===== config.mk =====
export PLATFORM = sky130hd
export DESIGN_NAME = rx_flow_monitor
export DESIGN_NICKNAME = d
export VERILOG_FILES = /design/src/rtl/rxfm_pkg.sv /design/src/rtl/rxfm_cfg_regs.sv /design/src/rtl/rxfm_rts_ctrl.sv /design/src/rtl/rxfm_idle_timer.sv /design/src/rtl/rxfm_overrun.sv /design/src/rtl/rx_flow_monitor.sv
export SDC_FILE = /design/constraint.sdc
export NUM_CORES = 1
export LEC_CHECK = 0
export BUFFER_PORTS_ARGS = -buffer_cell sky130_fd_sc_hd__buf_2
export CELL_PAD_IN_SITES_DETAIL_PLACEMENT = 1
export CELL_PAD_IN_SITES_GLOBAL_PLACEMENT = 2
export CORE_ASPECT_RATIO = 1.4
export CORE_MARGIN = 3
export CORE_UTILIZATION = 36
export DETAILED_ROUTE_END_ITERATION = 8
export PLACE_DENSITY_LB_ADDON = 0.08
export SYNTH_ARGS = -nofsm -noshare
export SYNTH_HDL_FRONTEND = slang
export SYNTH_SLANG_ARGS = --single-unit

===== constraint.sdc =====
create_clock -name clk -period 3.4 [get_ports clk]
set_input_delay 0.68 -clock clk [delete_from_list [all_inputs] [get_ports clk]]
set_output_delay 0.68 -clock clk [all_outputs]
set_load 0.02 [all_outputs]

===== src/rtl/rxfm_pkg.sv =====
package rxfm_pkg;

    typedef enum logic {
        RTS_RELEASED = 1'b0,
        RTS_ASSERTED = 1'b1
    } rts_state_t;

    typedef enum logic {
        IDLE_DISARMED = 1'b0,
        IDLE_COUNTING = 1'b1
    } idle_state_t;

    typedef enum logic {
        OVR_CLEAR   = 1'b0,
        OVR_LATCHED = 1'b1
    } ovr_state_t;

endpackage


===== src/rtl/rxfm_cfg_regs.sv =====
module rxfm_cfg_regs #(
    parameter int CNT_W = 8,
    parameter int DLY_W = 8,
    parameter int CFG_W = 8
) (
    input  logic             clk,
    input  logic             rst_n,
    input  logic             hi_wr,
    input  logic             lo_wr,
    input  logic             dly_wr,
    input  logic [CFG_W-1:0] cfg_data,
    output logic [CNT_W-1:0] high_mark,
    output logic [CNT_W-1:0] low_mark,
    output logic [DLY_W-1:0] delay
);

    always_ff @(posedge clk) begin
        if (!rst_n) begin
            high_mark <= {CNT_W{1'b1}};
            low_mark  <= '0;
            delay     <= '0;
        end else begin
            if (hi_wr)  high_mark <= cfg_data[CNT_W-1:0];
            if (lo_wr)  low_mark  <= cfg_data[CNT_W-1:0];
            if (dly_wr) delay     <= cfg_data[DLY_W-1:0];
        end
    end

    // a write is visible in the register on the next cycle
    p_hi_load_r6: assert property (@(posedge clk) disable iff (!rst_n)
        hi_wr |=> (high_mark == $past(cfg_data[CNT_W-1:0])));
    p_dly_load_r6: assert property (@(posedge clk) disable iff (!rst_n)
        dly_wr |=> (delay == $past(cfg_data[DLY_W-1:0])));

endmodule


===== src/rtl/rxfm_rts_ctrl.sv =====
module rxfm_rts_ctrl
    import rxfm_pkg::*;
#(
    parameter int CNT_W = 8
) (
    input  logic             clk,
    input  logic             rst_n,
    input  logic [CNT_W-1:0] fifo_count,
    input  logic [CNT_W-1:0] high_mark,
    input  logic [CNT_W-1:0] low_mark,
    input  logic             force_rts,
    input  logic             rts_value,
    output logic             rts,
    output logic             rx_high
);

    rts_state_t state_q, state_d;
    logic       above_hi, below_lo;

    assign above_hi = (fifo_count > high_mark);
    assign below_lo = (fifo_count < low_mark);

    always_comb begin
        state_d = state_q;
        unique case (state_q)
            RTS_RELEASED: if (above_hi)              state_d = RTS_ASSERTED; // raise
            RTS_ASSERTED: if (!above_hi && below_lo) state_d = RTS_RELEASED; // drop
        endcase
    end

    always_ff @(posedge clk) begin
        if (!rst_n) state_q <= RTS_RELEASED;
        else        state_q <= state_d;
    end

    always_comb begin
        rx_high = above_hi;
        rts     = force_rts ? rts_value : (state_q == RTS_ASSERTED);
    end

    // crossing the high mark asserts the hysteresis state next cycle
    p_raise_r2: assert property (@(posedge clk) disable iff (!rst_n)
        (fifo_count > high_mark) |=> (state_q == RTS_ASSERTED));
    // between the marks the state does not move
    p_hold_r3: assert property (@(posedge clk) disable iff (!rst_n)
        ((fifo_count <= high_mark) && (fifo_count >= low_mark)) |=> $stable(state_q));
    // below the low mark alone releases next cycle
    p_drop_r3: assert property (@(posedge clk) disable iff (!rst_n)
        ((fifo_count < low_mark) && (fifo_count <= high_mark)) |=> (state_q == RTS_RELEASED));

endmodule


===== src/rtl/rxfm_idle_timer.sv =====
module rxfm_idle_timer
    import rxfm_pkg::*;
#(
    parameter int DLY_W = 8
) (
    input  logic             clk,
    input  logic             rst_n,
    input  logic             byte_stored,
    input  logic             start_seen,
    input  logic             bit_tick,
    input  logic             fifo_nonempty,
    input  logic [DLY_W-1:0] delay,
    output logic             rx_timeout
);

    localparam logic [DLY_W-1:0] IDLE_MAX = {DLY_W{1'b1}};

    idle_state_t      state_q, state_d;
    logic [DLY_W-1:0] idle_q, idle_d;

    always_comb begin
        state_d = state_q;
        idle_d  = idle_q;
        unique case (state_q)
            IDLE_DISARMED: begin
                if (byte_stored && !start_seen) begin      // arm
                    state_d = IDLE_COUNTING;
                    idle_d  = '0;
                end
            end
            IDLE_COUNTING: begin
                if (start_seen) begin                      // cancel
                    state_d = IDLE_DISARMED;
                    idle_d  = '0;
                end else if (byte_stored) begin            // rearm
                    idle_d  = '0;
                end else if (bit_tick && idle_q != IDLE_MAX) begin
                    idle_d  = idle_q + 1'b1;
                end
            end
        endcase
    end

    always_ff @(posedge clk) begin
        if (!rst_n) begin
            state_q <= IDLE_DISARMED;
            idle_q  <= '0;
        end else begin
            state_q <= state_d;
            idle_q  <= idle_d;
        end
    end

    always_comb begin
        rx_timeout = (state_q == IDLE_COUNTING) && fifo_nonempty && (idle_q >= delay);
    end

    // a start bit leaves the timer disarmed and cleared
    p_cancel_r7: assert property (@(posedge clk) disable iff (!rst_n)
        start_seen |=> (state_q == IDLE_DISARMED && idle_q == '0));
    // a stored byte without start restarts the count from zero
    p_rearm_r7: assert property (@(posedge clk) disable iff (!rst_n)
        (byte_stored && !start_seen) |=> (state_q == IDLE_COUNTING && idle_q == '0));
    // the counter sticks at its maximum
    p_saturate_r7: assert property (@(posedge clk) disable iff (!rst_n)
        (state_q == IDLE_COUNTING && idle_q == IDLE_MAX && !start_seen && !byte_stored)
        |=> (idle_q == IDLE_MAX));
    // an empty FIFO never reports a timeout
    p_empty_quiet_r8: assert property (@(posedge clk) disable iff (!rst_n)
        (!fifo_nonempty) |-> !rx_timeout);

endmodule


===== src/rtl/rxfm_overrun.sv =====
module rxfm_overrun
    import rxfm_pkg::*;
(
    input  logic clk,
    input  logic rst_n,
    input  logic byte_stored,
    input  logic fifo_full,
    input  logic status_clr,
    output logic rx_overrun
);

    ovr_state_t state_q, state_d;

    always_comb begin
        state_d = state_q;
        unique case (state_q)
            OVR_CLEAR:   if (byte_stored && fifo_full)                    state_d = OVR_LATCHED; // catch
            OVR_LATCHED: if (status_clr && !(byte_stored && fifo_full))   state_d = OVR_CLEAR;   // acknowledge
        endcase
    end

    always_ff @(posedge clk) begin
        if (!rst_n) state_q <= OVR_CLEAR;
        else        state_q <= state_d;
    end

    always_comb begin
        rx_overrun = (state_q == OVR_LATCHED);
    end

    // a byte into a full FIFO latches the flag
    p_catch_r9: assert property (@(posedge clk) disable iff (!rst_n)
        (byte_stored && fifo_full) |=> rx_overrun);
    // without a clear the flag stays
    p_sticky_r9: assert property (@(posedge clk) disable iff (!rst_n)
        (rx_overrun && !status_clr) |=> rx_overrun);

endmodule


===== src/rtl/rx_flow_monitor.sv =====
module rx_flow_monitor
    import rxfm_pkg::*;
#(
    parameter int CNT_W = 8,
    parameter int DLY_W = 8,
    parameter int CFG_W = (CNT_W > DLY_W) ? CNT_W : DLY_W
) (
    input  logic             clk,
    input  logic             rst_n,
    input  logic [CNT_W-1:0] fifo_count,
    input  logic             fifo_full,
    input  logic             byte_stored,
    input  logic             start_seen,
    input  logic             bit_tick,
    input  logic             status_clr,
    input  logic             hi_wr,
    input  logic             lo_wr,
    input  logic             dly_wr,
    input  logic [CFG_W-1:0] cfg_data,
    input  logic             force_rts,
    input  logic             rts_value,
    output logic             rts,
    output logic             rx_high,
    output logic             rx_timeout,
    output logic             rx_overrun
);

    logic [CNT_W-1:0] high_mark, low_mark;
    logic [DLY_W-1:0] delay;
    logic             fifo_nonempty;

    assign fifo_nonempty = (fifo_count != '0);

    rxfm_cfg_regs #(.CNT_W(CNT_W), .DLY_W(DLY_W), .CFG_W(CFG_W)) u_regs (
        .clk       (clk),
        .rst_n     (rst_n),
        .hi_wr     (hi_wr),
        .lo_wr     (lo_wr),
        .dly_wr    (dly_wr),
        .cfg_data  (cfg_data),
        .high_mark (high_mark),
        .low_mark  (low_mark),
        .delay     (delay)
    );

    rxfm_rts_ctrl #(.CNT_W(CNT_W)) u_rts (
        .clk        (clk),
        .rst_n      (rst_n),
        .fifo_count (fifo_count),
        .high_mark  (high_mark),
        .low_mark   (low_mark),
        .force_rts  (force_rts),
        .rts_value  (rts_value),
        .rts        (rts),
        .rx_high    (rx_high)
    );

    rxfm_idle_timer #(.DLY_W(DLY_W)) u_idle (
        .clk           (clk),
        .rst_n         (rst_n),
        .byte_stored   (byte_stored),
        .start_seen    (start_seen),
        .bit_tick      (bit_tick),
        .fifo_nonempty (fifo_nonempty),
        .delay         (delay),
        .rx_timeout    (rx_timeout)
    );

    rxfm_overrun u_ovr (
        .clk         (clk),
        .rst_n       (rst_n),
        .byte_stored (byte_stored),
        .fifo_full   (fifo_full),
        .status_clr  (status_clr),
        .rx_overrun  (rx_overrun)
    );

    // in forced mode the pin mirrors the software bit
    p_force_r4: assert property (@(posedge clk) disable iff (!rst_n)
        force_rts |-> (rts == rts_value));

endmodule


==> impl_metrics.yaml, run 1 <==
synthesis:
  syn_area_sq_um: 1990
  synth_area_per_cell_sq_um: 8.77
  yosysUniqueCellTypes: 38
  seq_area_frac_synth_pct: 35.2
  ys_seq_elements: 35
  syn_inst: 227
  syn-num-nets: 279
  synthFlopType: "dfxtp_1"
  synth-edff-count: 0
  async_flop_share_pct: 0
  yosys_warnings: 0
status:
  outcome: "finished clean"
clocking:
  htree_levels: 2
  cts_hold_buf: 0
  postCtsSetupBuffers: 0
  cts_made_buffers: 5
  clk_path_buf_depth: 2
  worstSkewPairLatency_ns: 0.29
  tritoncts: "yes"
  clkTransAtPathRegs_ns: 0.08
  root_buffer: "clkbuf_8"
  clkSinkCount: 35
  cts_resized: 0
job:
  drv_cap: 0
routing:
  wl_um: 4520
  dr.pass1.iters: 3
  drc_errors: 0
  num_vias: 1655
  vias_per_cell: 5.12
  initialDrtViolationCount: 30
  wl_per_cell_um: 14.0
  drtAntennaViolNets: 0
sta:
  hold_violations: 0
  maxSlewViolCount: 0
  rsz0062_at_grt: "false"
  clock_skew_ns: 0.00610
  fin_crit_ns: 2.72
  worst_pin_slew_ns: 0.392
  max_freq_mhz: 367
  hold_slack_ns: 0.467
  slew_headroom_pct: 73.5
  timing.final.crit_share_pct: 80.1
  tns_ns: 0
  setup_slack_ns: 0.676
  setup_violations: 0
setup_path:
  critPathKind: "input port to primary output"
  worstPathRequired_ns: 2.72
  arrival_ns: 2.04
  cp_max_fo: 3
  end_kind: "primary output"
  cp-start-kind: "input port"
pwr:
  p_leak_nw: 1.07
  p_switching_mw: 0.245
  p_sw_share_pct: 25.2
  seq_power_share_pct: 45.2
  p_int_mw: 0.726
  pwr-share-clk_pct: 41.1
  p_comb_share_pct: 13.7
  power_density_nw_per_um2: 422
  power.total_mw: 0.971
  ir_drop_mv: 0.221
global_routing:
  grt_pass1_wl_um: 7490
  grt-ovfl-total: 0
  grt_max_degree: 21
  first_global_vias: 1640
  track_usage_pct: 15.5
  antenna_found_initial: 0
floorplanning:
  coreArea_sq_um: 5280
  die_area_sq_um: 6470
  die_w_um: 68.8
  io_pins: 32
  die_y_um: 94.0
  initial_core_util_pct: 37.7
  row_count: 31
layout:
  synthToLayoutAreaGrowth_pct: 15.5
  drive_above_1_share_pct: 17.5
  final_nets: 308
  layout_common_cells: "dfxtp_1, buf_2, nor2_1, nand2_1"
  final_common_cell: "dfxtp_1"
  fin_cells: 323
  antennaDiodeCount: 0
hold_path:
  hold_path_class: "flop to flop"
placement:
  place_hpwl_um: 3630
  post-place-cells: 315
  gp_congestion: 0.768
  io_buffers: 31
  dpl_worst_slack_ns: 0.690
flip-flops by register name, indices dropped and copies added (netlist names):
register and flops:
u_rts.state_q 1, u_regs.low_mark 8, u_idle.state_q 1, u_idle.idle_q 8, u_regs.high_mark 8, u_ovr.rx_overrun 1
u_regs.delay 8
power by group through the flow:
stage / clock network, mW / registers, mW / logic, mW
after floorplan: 0 / 0.447 / 0.0905
after global placement: 0 / 0.448 / 0.134
after detailed placement: 0 / 0.449 / 0.137
after CTS: 0.410 / 0.439 / 0.137
after global routing: 0.427 / 0.441 / 0.154
final: 0.399 / 0.439 / 0.133
logic make-up after synthesis:
logic type	count (synthesis)	share of synthesized area, %
flip-flops	35	35.2
buffers and inverters	34	7.04
adder cells (fa/ha/maj)	24	15.1
multiplexers	18	9.11
AO/OA/AOI/OAI	42	16.0
AND/OR/NAND/NOR	74	17.5
worst paths after layout:
check,start,to,slack (ns),cells after the start
max reg2reg,u_idle.idle_q[0],u_idle.idle_q[7],1.70,5
min,u_rts.state_q,u_rts.state_q,0.47,2
min reg2reg,u_rts.state_q,u_rts.state_q,0.47,2
max,fifo_count[1],rx_high,0.68,7
synthesized netlist by cell type, drive strengths merged, types with 3 or more instances:
cell type / number / area [sq um]
dfxtp: 35 / 701
nand3: 6 / 35.0
clkbuf: 6 / 22.5
a211oi: 3 / 22.5
mux2i: 17 / 170
a21oi: 6 / 30.0
nand2: 25 / 93.8
o21ai: 8 / 40.0
a21o: 5 / 37.5
o211ai: 8 / 60.1
inv: 25 / 93.8
ha: 24 / 300
o22a: 3 / 26.3
nor4: 3 / 18.8
nor2: 25 / 93.8
buf: 3 / 23.8
critical path: stages:
cell and delay, ns:
buf_2 0.11, ha_1 0.30, nor2b_1 0.13, o21ai_0 0.14
nor4bb_1 0.42, nor2_1 0.09, buf_2 0.17
per-stage QoR:
step                instance area [sq um]  utilization (%)
floorplan                            1990                -
finish                               2300             43.6
CTS                                  2300             43.6
global route                         2300             43.6
global placement                     2180             41.4
detailed placement                   2180             41.4
final cells by class:
class	instances	area, sq um
clock inverter	2	35.0
timing repair buffer	31	155
clock buffer	6	82.6
inverter	25	93.8
fill	687	2980
sequential	35	701
multi-input combinational	158	1150
tap	66	82.6
per-layer routing:
layer / routed length, um / share of wire [%] / vias up / GRT usage, %
li1: - / - / 848 / -
met1: 1990 / 44 / 779 / 18.2
met2: 2280 / 50 / 23 / 26.8
met3: 165 / 3.6 / 5 / 2.87
met4: 88 / 1.9 / 0 / 6.34
met5: 0 / 0 / - / 0
No activity file was read; power rests on OpenSTA's default activity.
==> run 2, diff against run 1 <==
--- a/config.mk
+++ b/config.mk
@@ -5,12 +5,13 @@
 export SDC_FILE = /design/constraint.sdc
 export NUM_CORES = 1
 export LEC_CHECK = 0
+export ABC_AREA = 1
 export BUFFER_PORTS_ARGS = -buffer_cell sky130_fd_sc_hd__buf_2
 export CELL_PAD_IN_SITES_DETAIL_PLACEMENT = 1
 export CELL_PAD_IN_SITES_GLOBAL_PLACEMENT = 2
 export CORE_ASPECT_RATIO = 1.4
 export CORE_MARGIN = 3
-export CORE_UTILIZATION = 36
+export CORE_UTILIZATION = 29
 export DETAILED_ROUTE_END_ITERATION = 8
 export PLACE_DENSITY_LB_ADDON = 0.08
 export SYNTH_ARGS = -nofsm -noshare
==> constraint.sdc (replaced) <==
create_clock -name clk -period 2.35 [get_ports clk]
set_input_delay 0.47 -clock clk [delete_from_list [all_inputs] [get_ports clk]]
set_output_delay 0.47 -clock clk [all_outputs]
set_load 0.02 [all_outputs]
==> run 2 against run 1 <==
Flip-flop and latch count stayed put. Highest routed layer unchanged. Synthesized area rose by 3.5%. Largest power group unchanged. Via count grew 14%.
==> impl_metrics.yaml, run 2 <==
clocking:
  tritoncts: "yes"
  clkSinkCount: 35
  worstSkewPairLatency_ns: 0.29
  cts_hold_buf: 0
  cts_resized: 0
  root_buffer: "clkbuf_8"
  clk_path_buf_depth: 2
  postCtsSetupBuffers: 0
  cts_made_buffers: 5
  htree_levels: 2
  clkTransAtPathRegs_ns: 0.07
setup_path:
  critPathMaxStageDelay_ns: 0.36
  cp_max_fo: 4
  slowest_stage: "dfxtp_1"
  cpMostUsedCell: "nand2_1"
  rr_worst_depth: 10
  cp-start-kind: "flop"
  end_kind: "primary output"
  worstPathRequired_ns: 1.88
  crit_path_cell_trace: "ha_1, nand2_1, o21ai_0, nand2_1, nand4_1, nand2_1, inv_1, buf_2"
  arrival_ns: 1.65
  critPathKind: "flop to primary output"
sta:
  hold_violations: 0
  fin_crit_ns: 2.12
  tns_ns: 0
  setup_slack_ns: 0.229
  worst_pin_slew_ns: 0.500
  clock_skew_ns: 0.00462
  max_freq_mhz: 471
  slew_headroom_pct: 66.6
  timing.final.crit_share_pct: 90.3
  rsz0062_at_grt: "false"
  setup_violations: 0
  maxSlewViolCount: 0
layout:
  synthToLayoutAreaGrowth_pct: 16.5
  drive_above_1_share_pct: 17.8
  final_common_cell: "inv_1"
  antennaDiodeCount: 0
  layout_common_cells: "inv_1, nand2_1, a21oi_1"
  final_nets: 365
  postLayoutCoreUtil_pct: 35.6
pwr:
  p_leak_nw: 1.17
  ir_drop_mv: 0.224
  power_density_nw_per_um2: 558
  power.total_mw: 1.34
synthesis:
  syn_area_sq_um: 2060
  syn-num-nets: 331
  netlist.area_leader.share_pct: 34.0
  synth.most_common_cell: "inv_1"
  synthFlopType: "dfxtp_1"
  syn_inst: 279
  seq_area_frac_synth_pct: 34.0
  async_flop_share_pct: 0
  yosys.area.top_type: "dfxtp_1"
  yosys_warnings: 0
  synth_area_per_cell_sq_um: 7.39
  synth_area_leaders: "dfxtp_1, ha_1, a21oi_1, inv_1, nand2_1"
  synth_common_cells: "inv_1, nand2_1, a21oi_1"
  yosysUniqueCellTypes: 29
  ys_seq_elements: 35
  synth-edff-count: 0
global_routing:
  first_global_vias: 1914
  antenna_found_initial: 0
  grt_pass1_wl_um: 8970
  track_usage_pct: 13.8
  grt_max_degree: 24
  grt-ovfl-total: 0
floorplanning:
  die_area_sq_um: 8170
  die_w_um: 77.2
  die_y_um: 106
  io_pins: 32
  initial_core_util_pct: 30.6
  coreArea_sq_um: 6740
  row_count: 35
status:
  outcome: "finished clean"
routing:
  wl_um: 5340
  drc_errors: 0
  vias_per_cell: 4.64
  drtAntennaViolNets: 0
  wl_per_cell_um: 13.1
  initialDrtViolationCount: 22
  num_vias: 1885
  dr.pass1.iters: 3
placement:
  dpl_worst_slack_ns: 0.265
  gp_congestion: 0.722
  io_buffers: 31
  place_hpwl_um: 4300
hold_path:
  hold_path_class: "input port to flop"
  hold-path-cell-count: 4
job:
  drv_cap: 0
## run 2: changes by cell type in the layout (fill, tap and decap cells not counted), sizes merged, moves of 6 or more
cell / before / now
nand3: 6 / 12
a21oi: 6 / 40
nand2: 25 / 48
mux2i: 17 / 0
o211ai: 8 / 0
o21ai: 8 / 31
inv: 25 / 49
## run 2: final cells by class
type,count,area (sq um)
fill,878,4340
multi-input combinational,189,1150
sequential,35,701
inverter,49,184
timing repair buffer,33,170
tap,92,115
clock buffer,5,68.8
clock inverter,3,15.0
## run 2: stage by stage
step | hold WS [ns] | std cells | cell area (sq um)
6_report | 0.419 | 406 | 2400
4_1_cts | 0.407 | 406 | 2400
5_1_grt | 0.435 | 406 | 2400
3_3_place_gp | 0.451 | 398 | 2320
2_1_floorplan | 0.433 | 279 | 2060
3_5_place_dp | 0.457 | 398 | 2320
## run 2: cell families after synthesis
logic type                 synth area share, %
and+or+nand+nor                           20.6
AOI/OAI and AO/OA                         19.4
buffers and inverters                     10.4
DFF                                       34.0
adders and majority gates                 14.6
xor gates and xnor gates                 0.425
muxes                                    0.546
## run 2: final timing paths
check / start / slack, ns / to
max reg2reg: u_idle.idle_q[1] / 0.79 / u_idle.idle_q[1]
max: u_idle.idle_q[3] / 0.23 / rx_timeout
min: status_clr / 0.42 / u_ovr.rx_overrun
min reg2reg: u_ovr.rx_overrun / 0.46 / u_ovr.rx_overrun
## run 2: layer usage
metal / vias to the layer above / GRT usage, % / routed length [um]
li1: 979 / - / -
met1: 878 / 15.8 / 2340
met2: 22 / 24.8 / 2750
met3: 6 / 2.99 / 172
met4: 0 / 4.58 / 80
met5: - / 0 / 0
## run 2: where the power goes
| part | switching [mW] | leakage, nW | total (mW) | internal (mW) |
|---|---|---|---|---|
| clock network | 0.239 | 0.0477 | 0.443 | 0.203 |
| registers | 0.0155 | 0.290 | 0.644 | 0.629 |
| logic | 0.155 | 0.836 | 0.252 | 0.0971 |
| total | 0.409 | 1.17 | 1.34 | 0.929 |
## run 2: worst max-delay path, delay by kind of cell, from the launching register on
family	cells	cell delay [ns]
flops	1	0.36
fa+ha+maj	1	0.31
simple gates	4	0.30
compound gates	1	0.21
buf+inv	2	0.19
